File: src/rtl/wake_edge_pkg.sv
package wake_edge_pkg;
  localparam int unsigned PIN_CNT_DEF = 16;
  localparam int unsigned BUS_W_DEF   = 32;
  localparam int unsigned SYNC_DEPTH  = 2;

  typedef struct packed {
    logic rise;
    logic fall;
  } edge_pair_t;
endpackage

File: src/rtl/pin_sync.sv
module pin_sync #(
  parameter int unsigned W      = 16,
  parameter int unsigned STAGES = 2
) (
  input  logic         clk,
  input  logic         rst,
  input  logic [W-1:0] d,
  output logic [W-1:0] q,
  output logic [W-1:0] q_prev,
  output logic         primed
);
  localparam int unsigned FILL_W = STAGES + 1;

  logic [W-1:0]      stage [STAGES];
  logic [FILL_W-1:0] fill;

  always_ff @(posedge clk) begin
    if (rst) stage[0] <= '0;
    else     stage[0] <= d;
  end

  for (genvar s = 1; s < STAGES; s++) begin : g_chain
    always_ff @(posedge clk) begin
      if (rst) stage[s] <= '0;
      else     stage[s] <= stage[s-1];
    end
  end

  // fill marks, stage by stage, which flops hold real samples since reset
  always_ff @(posedge clk) begin
    if (rst) begin
      q_prev <= '0;
      fill   <= '0;
    end else begin
      q_prev <= stage[STAGES-1];
      fill   <= {fill[FILL_W-2:0], 1'b1};
    end
  end

  assign q      = stage[STAGES-1];
  assign primed = fill[FILL_W-1];
endmodule

File: src/rtl/edge_qualify.sv
module edge_qualify
  import wake_edge_pkg::*;
#(
  parameter int unsigned W = 16
) (
  input  logic [W-1:0] cur,
  input  logic [W-1:0] prev,
  input  logic         primed,
  input  logic [W-1:0] wake_en,
  input  logic [W-1:0] rise_en,
  input  logic [W-1:0] fall_en,
  output logic [W-1:0] set_mask
);
  for (genvar g = 0; g < W; g++) begin : g_pin
    edge_pair_t ev;
    assign ev.rise    = cur[g] & ~prev[g];
    assign ev.fall    = ~cur[g] & prev[g];
    assign set_mask[g] = primed & wake_en[g] &
                         ((rise_en[g] & ev.rise) | (fall_en[g] & ev.fall));
  end
endmodule

File: src/rtl/status_bank.sv
module status_bank #(
  parameter int unsigned W = 16
) (
  input  logic         clk,
  input  logic         rst,
  input  logic         side_clr,
  input  logic [W-1:0] set_mask,
  input  logic         clr_valid,
  input  logic [W-1:0] clr_mask,
  output logic [W-1:0] status
);
  logic [W-1:0] clr_eff;

  assign clr_eff = clr_valid ? clr_mask : '0;

  // a new edge is ORed in after the clear, so it wins the collision
  always_ff @(posedge clk) begin
    if (rst || side_clr) status <= '0;
    else                 status <= (status & ~clr_eff) | set_mask;
  end
endmodule

File: src/rtl/wake_edge_status.sv
module wake_edge_status
  import wake_edge_pkg::*;
#(
  parameter int unsigned PIN_CNT = PIN_CNT_DEF,
  parameter int unsigned BUS_W   = BUS_W_DEF
) (
  input  logic               clk,
  input  logic               rst,
  input  logic               wdt_rst,
  input  logic               gpio_rst,
  input  logic [PIN_CNT-1:0] pin_in,
  input  logic [PIN_CNT-1:0] wake_en,
  input  logic [PIN_CNT-1:0] rise_en,
  input  logic [PIN_CNT-1:0] fall_en,
  input  logic               bus_en,
  input  logic               bus_we,
  input  logic [BUS_W-1:0]   bus_wdata,
  output logic [BUS_W-1:0]   bus_rdata,
  output logic               wake_req
);
  localparam int unsigned RSV_W = BUS_W - PIN_CNT;

  logic [PIN_CNT-1:0] pin_cur, pin_prev, set_mask, status_q;
  logic               primed, wr_hit, rd_hit;
  logic [RSV_W-1:0]   wdata_rsv_unused;

  assign wr_hit           = bus_en & bus_we;
  assign rd_hit           = bus_en & ~bus_we;
  assign wdata_rsv_unused = bus_wdata[BUS_W-1:PIN_CNT];

  pin_sync #(.W(PIN_CNT), .STAGES(SYNC_DEPTH)) u_sync (
    .clk(clk), .rst(rst), .d(pin_in),
    .q(pin_cur), .q_prev(pin_prev), .primed(primed)
  );

  edge_qualify #(.W(PIN_CNT)) u_qual (
    .cur(pin_cur), .prev(pin_prev), .primed(primed),
    .wake_en(wake_en), .rise_en(rise_en), .fall_en(fall_en),
    .set_mask(set_mask)
  );

  status_bank #(.W(PIN_CNT)) u_bank (
    .clk(clk), .rst(rst), .side_clr(wdt_rst | gpio_rst),
    .set_mask(set_mask), .clr_valid(wr_hit),
    .clr_mask(bus_wdata[PIN_CNT-1:0]), .status(status_q)
  );

  always_ff @(posedge clk) begin
    if (rst) begin
      bus_rdata <= '0;
      wake_req  <= 1'b0;
    end else begin
      wake_req <= |status_q;
      if (rd_hit) bus_rdata <= {{RSV_W{1'b0}}, status_q};
    end
  end
endmodule

File: config.mk
export PLATFORM = sky130hd
export DESIGN_NAME = wake_edge_status
export DESIGN_NICKNAME = d
export VERILOG_FILES = /design/src/rtl/wake_edge_pkg.sv /design/src/rtl/pin_sync.sv /design/src/rtl/edge_qualify.sv /design/src/rtl/status_bank.sv /design/src/rtl/wake_edge_status.sv
export SDC_FILE = /design/constraint.sdc
export NUM_CORES = 1
export LEC_CHECK = 0
export ABC_CLOCK_PERIOD_IN_PS = 2800
export CORE_AREA = 2 2 77 79
export DETAILED_ROUTE_END_ITERATION = 12
export DIE_AREA = 0 0 79 81
export DONT_BUFFER_PORTS = 1
export PLACE_DENSITY = 0.84
export SYNTH_ARGS = -nofsm -noshare
export SYNTH_HDL_FRONTEND = slang
export SYNTH_HIERARCHICAL = 1
export SYNTH_SLANG_ARGS = --single-unit
export TNS_END_PERCENT = 50
File: constraint.sdc
create_clock -name clk -period 2.8 [get_ports clk]
set_clock_uncertainty 0.05 [all_clocks]
set_input_delay 0 -clock clk [delete_from_list [all_inputs] [get_ports clk]]
set_output_delay 0 -clock clk [all_outputs]
set_load 0.005 [all_outputs]
; Word-level counts from Yosys, hierarchy flattened
; Memories as Yosys holds them, arrays and structs flattened.
; Cells that the tools add are included.
[totals]
n_memories = 1
wordCells = 169
in_bits = 102
mem_bits_rw = 32
reg_bits = 52
output_inout_bits = 33
[op_classes]
bitwise = 153
n_reduce_logical = 2
muxes = 7
[memory_table]
columns = name, words, width, read_ports, rd_clocked_by_memory_dff, write_ports, line_no
row1 = u_sync.stage, 2, 16, 2, 0, 2, pin_sync.sv:14  ; logic [W-1:0] stage [STAGES];
[ops]
columns = op, count
row1 = 1-bit AND, 98
row2 = 16-bit two-way mux, 3
row3 = 1-bit NOT, 33
row4 = 1-bit bitwise OR, 19
row5 = 16-bit AND, 1
row6 = 16-bit NOT, 1
row7 = 16-bit bitwise OR, 1
row8 = 16-bit OR reduction, 1
row9 = 1-bit two-way mux, 4
row10 = 1-bit logical OR, 1

; Logic depth before layout (Yosys ltp)
; An unclocked memory read counts as a cell.
[depth]
ltp_word = 7
mapped_depth = 5
ltp_nobuf = 3

; Cells and area by module
; Netlist, hierarchy kept.
[modules_own_cells]
columns = mod, cells_per_inst, area_per_inst_um2, seq_area_each_um2, instances
row1 = pin_sync, 107, 1362.6, 1021.0, 1
row2 = wake_edge_status, 97, 843.3, 340.3, 1
row3 = status_bank, 51, 590.6, 320.3, 1
row4 = edge_qualify, 66, 451.7, 0.0, 1

; Worst setup path before layout
; No wires, ideal clock.
[synth_path]
kind = reg2reg
start = register u_sync.fill[2]
end = register u_bank.status[12]
path_buffers = 2
required_time_ps = 2635
stages_incl_launch_ff = 6
setup_slack_ps = 1850
setup_time_ps = 115
arrival_ps = 786
period_less_slack_ps = 950
path_cell_list = dfxtp_1 > buf_6 > buf_12 > nand2_1 > a21oi_2 > o21a_1
[synth_between]
elab_chain_len = 3
[synth_rtl]
columns = item, line_no
row1 = from (decl), pin_sync.sv:15  ; logic [FILL_W-1:0] fill;
row2 = from (signal assigned), pin_sync.sv:36  ; fill <= {fill[FILL_W-2:0], 1'b1};
row3 = 1-bit AND (2 in a row), edge_qualify.sv:18  ; assign set_mask[g] = primed & wake_en[g] &
row4 = net set_mask[12], wake_edge_status.sv:23  ; logic [PIN_CNT-1:0] pin_cur, pin_prev, set_mask, status_q;
row5 = 16-bit bitwise OR, status_bank.sv:19  ; else status <= (status & ~clr_eff) | set_mask;
row6 = to (signal assigned), status_bank.sv:19
row7 = to (decl), status_bank.sv:10  ; output logic [W-1:0] status
; The timed path passes the listed nets, and every way through them passes these cells.
; A chain may end at the register's enable or synchronous reset.

; Worst setup path in the final report
[layout_path]
start = register u_sync.fill[2]
end = register u_bank.status[0]
; The elaborated chain is that of the path after synthesis.

==> results.cfg <==
[outcome]
status = finished, final reports clean

[global_routing]
grt_use_total = 0.2038
grt_pass1_vias = 2126
grt-ovfl-total = 0
grt_max_degree = 70
antenna_found_initial = 0
grt_pass1_wl_mm = 9.873

[sta]
final.setup.tns_ns = 0
tightest_slew_ns = 0.6653
fmax_mhz = 558.2
drv_slew = 0
fin_crit_sh = 0.6399
max_slew_margin = 0.5564
fin_ws_ns = 1.008
hold_violations = 0
whs_ns = 0.1602
finalCriticalPeriod_ns = 1.792
setup_viol = 0
grt_setup_unrepaired = no

[setup_path]
endpoint = u_bank/status[0]
worstPathArrival_ns = 2.03
critPathMaxFanout = 16
startpoint = u_sync/fill[2]
max_stage_delay_ns = 0.70
cp_cell_sequence = nand2_1 -> a21oi_1 -> o21a_1 -> dlygate4sd3_1
cp-end-kind = register
r2r_end = u_bank/status[0]
r2r-start = u_sync/fill[2]
ff2ff_path_depth = 4
critPathLaunchType = register
r2r_slack_ns = 1.01
path_class = register to register
required_ns = 3.04
crit_slowest_cell = dfxtp_1

[die]
coreArea_um2 = 5675
rows = 28
die_height_um = 81
dieArea_um2 = 6399
die_w_um = 79
pin_count = 135
initial_core_util = 0.5723

[detailed_routing]
first_pass_iters = 4
drt-vias-per-instance = 4.877
wl_per_cell_um = 14.53
wirelength_mm = 6.479
vias = 2175
route.detailed.drc = 0
antenna_left = 0
drt_iter0_drc = 106

[layout]
drive_gt1_frac = 0.1321
diodes = 0
fin_cells = 446
nets = 469
final_util = 0.6922
design_area_um2 = 3929
area_growth_syn_to_layout_pct = 20.96

[placed_design]
dpl-instance-area_um2 = 3148
gp_congestion = 0.8005
dpl_worst_slack_ns = 1.570
hpwl_mm = 4.135
port_buffers = 0
dp_cells = 380

[synth]
synth-main-ff-cell = dfxtp_1
synth-seq-area-share = 0.5177
synth-edff-count = 0
synth_seq_cells = 84
synth_area_um2 = 3248
synth_cell_types = 23
syn_inst = 321
synth_warnings = 6
synthArstFlopShare = 0
avgSynthCellArea_um2 = 10.12

[clock_tree]
root_buffer = clkbuf_8
htree_levels = 3
cts_tree = done
cts_buffers = 9
cts.sinks = 84
clk_pin_slew_ns = 0.08
clk_path_buf_depth = 2
insertion_delay_ns = 0.34

[pwr]
power-per-cell-area_nw_per_um2 = 618.4
leakage_nw = 1.422
irDropWorstVdd_mv = 0.4029
p_total_mw = 2.430

[worst_hold_path]
hold_path.class = primary input to register
min_from = bus_en
min_path_cells = 3

[flow_run]
cap_violations = 0
[final cells by class]
type / count / area [um2]
Tap cell: 75 / 93.84
Clock buffer: 10 / 127.6
Clock inverter: 5 / 125.1
Inverter: 1 / 3.754
Sequential cell: 84 / 1682
Timing Repair Buffer: 51 / 528.0
Fill cell: 444 / 1747
Multi-Input combinational cell: 220 / 1369
[flip-flops by register name (all words and copies together), names as in the netlist]
name / flops
bus_rdata: 16
u_sync/fill: 3
u_sync/q_prev: 16
u_sync/stage: 32
u_bank/status: 16
wake_req: 1
[worst max-delay path: cells and delay by family, from the launching register on]
family	cells	cell delay, ns
flops	1	0.70
buf+inv	1	0.53
compound gates	2	0.36
simple gates	1	0.10
[logic make-up (layout without fill, tap and decap cells)]
group	count (synthesis)	after routing	synth area share
other	1	16	0.001155
flip-flops	84	84	0.5177
AO/OA/AOI/OAI	65	65	0.1491
buffers and inverters	32	67	0.07820
AND/OR/NAND/NOR	139	139	0.2539
[metal layers]
| metal | global-route usage | wire length [um] | up-vias |
|---|---|---|---|
| met5 | 0 | 0 | - |
| met4 | 0.1103 | 160 | 0 |
| met3 | 0.04222 | 283 | 12 |
| met2 | 0.3576 | 3403 | 57 |
| met1 | 0.2336 | 2632 | 986 |
| li1 | - | - | 1120 |
[layout by cell type (no fill, tap or decap), types with 4 or more instances in the layout]
cell,Yosys,final
dlygate4sd3_1,0,50
nor4_1,4,4
nor2b_1,50,50
o21a_1,16,16
clkbuf_8,0,9
dfxtp_1,84,84
bufinv_16,0,4
nand3b_1,32,32
nand2_1,37,37
a21oi_1,12,12
nand2_2,11,11
conb_1,1,16
a21oi_2,20,20
a21boi_0,16,16
[worst min-delay path by stage]
stage / to / slack, ns
finish: bus_rdata[14] / 0.16
global route: bus_rdata[10] / 0.19
CTS: bus_rdata[14] / 0.15
detailed placement: u_sync/fill[0] / 0.02
global placement: u_sync/fill[0] / 0.01
floorplan: u_sync/q_prev[13] / 0.02
[where the power goes]
| group | switching (mW) | leakage [nW] | total [mW] | internal (mW) |
|---|---|---|---|---|
| clock network | 0.398 | 0.126 | 1.08 | 0.677 |
| registers | 0.0141 | 0.686 | 1.24 | 1.22 |
| logic | 0.0546 | 0.610 | 0.117 | 0.0622 |
| total | 0.467 | 1.42 | 2.43 | 1.96 |
[timing repair]
| item | 4_1_cts | 5_1_grt |
|---|---|---|
| hold buffers | 51 | 0 |
| endpoints found under the hold margin | 84 | 0 |
| resized for setup | 0 | 0 |
| buffers inserted | 0 | 0 |
[cell usage after synthesis, drive strengths merged, types with 4 or more instances]
cell	number	area, um2
a21oi	32	235.2
buf	30	246.5
nand3b	32	240.2
o21a	16	120.1
nand2	48	207.7
a21boi	16	120.1
dfxtp	84	1682
nor4	4	25.02
nor2b	50	312.8
No activity file was read; power rests on OpenSTA's default activity.
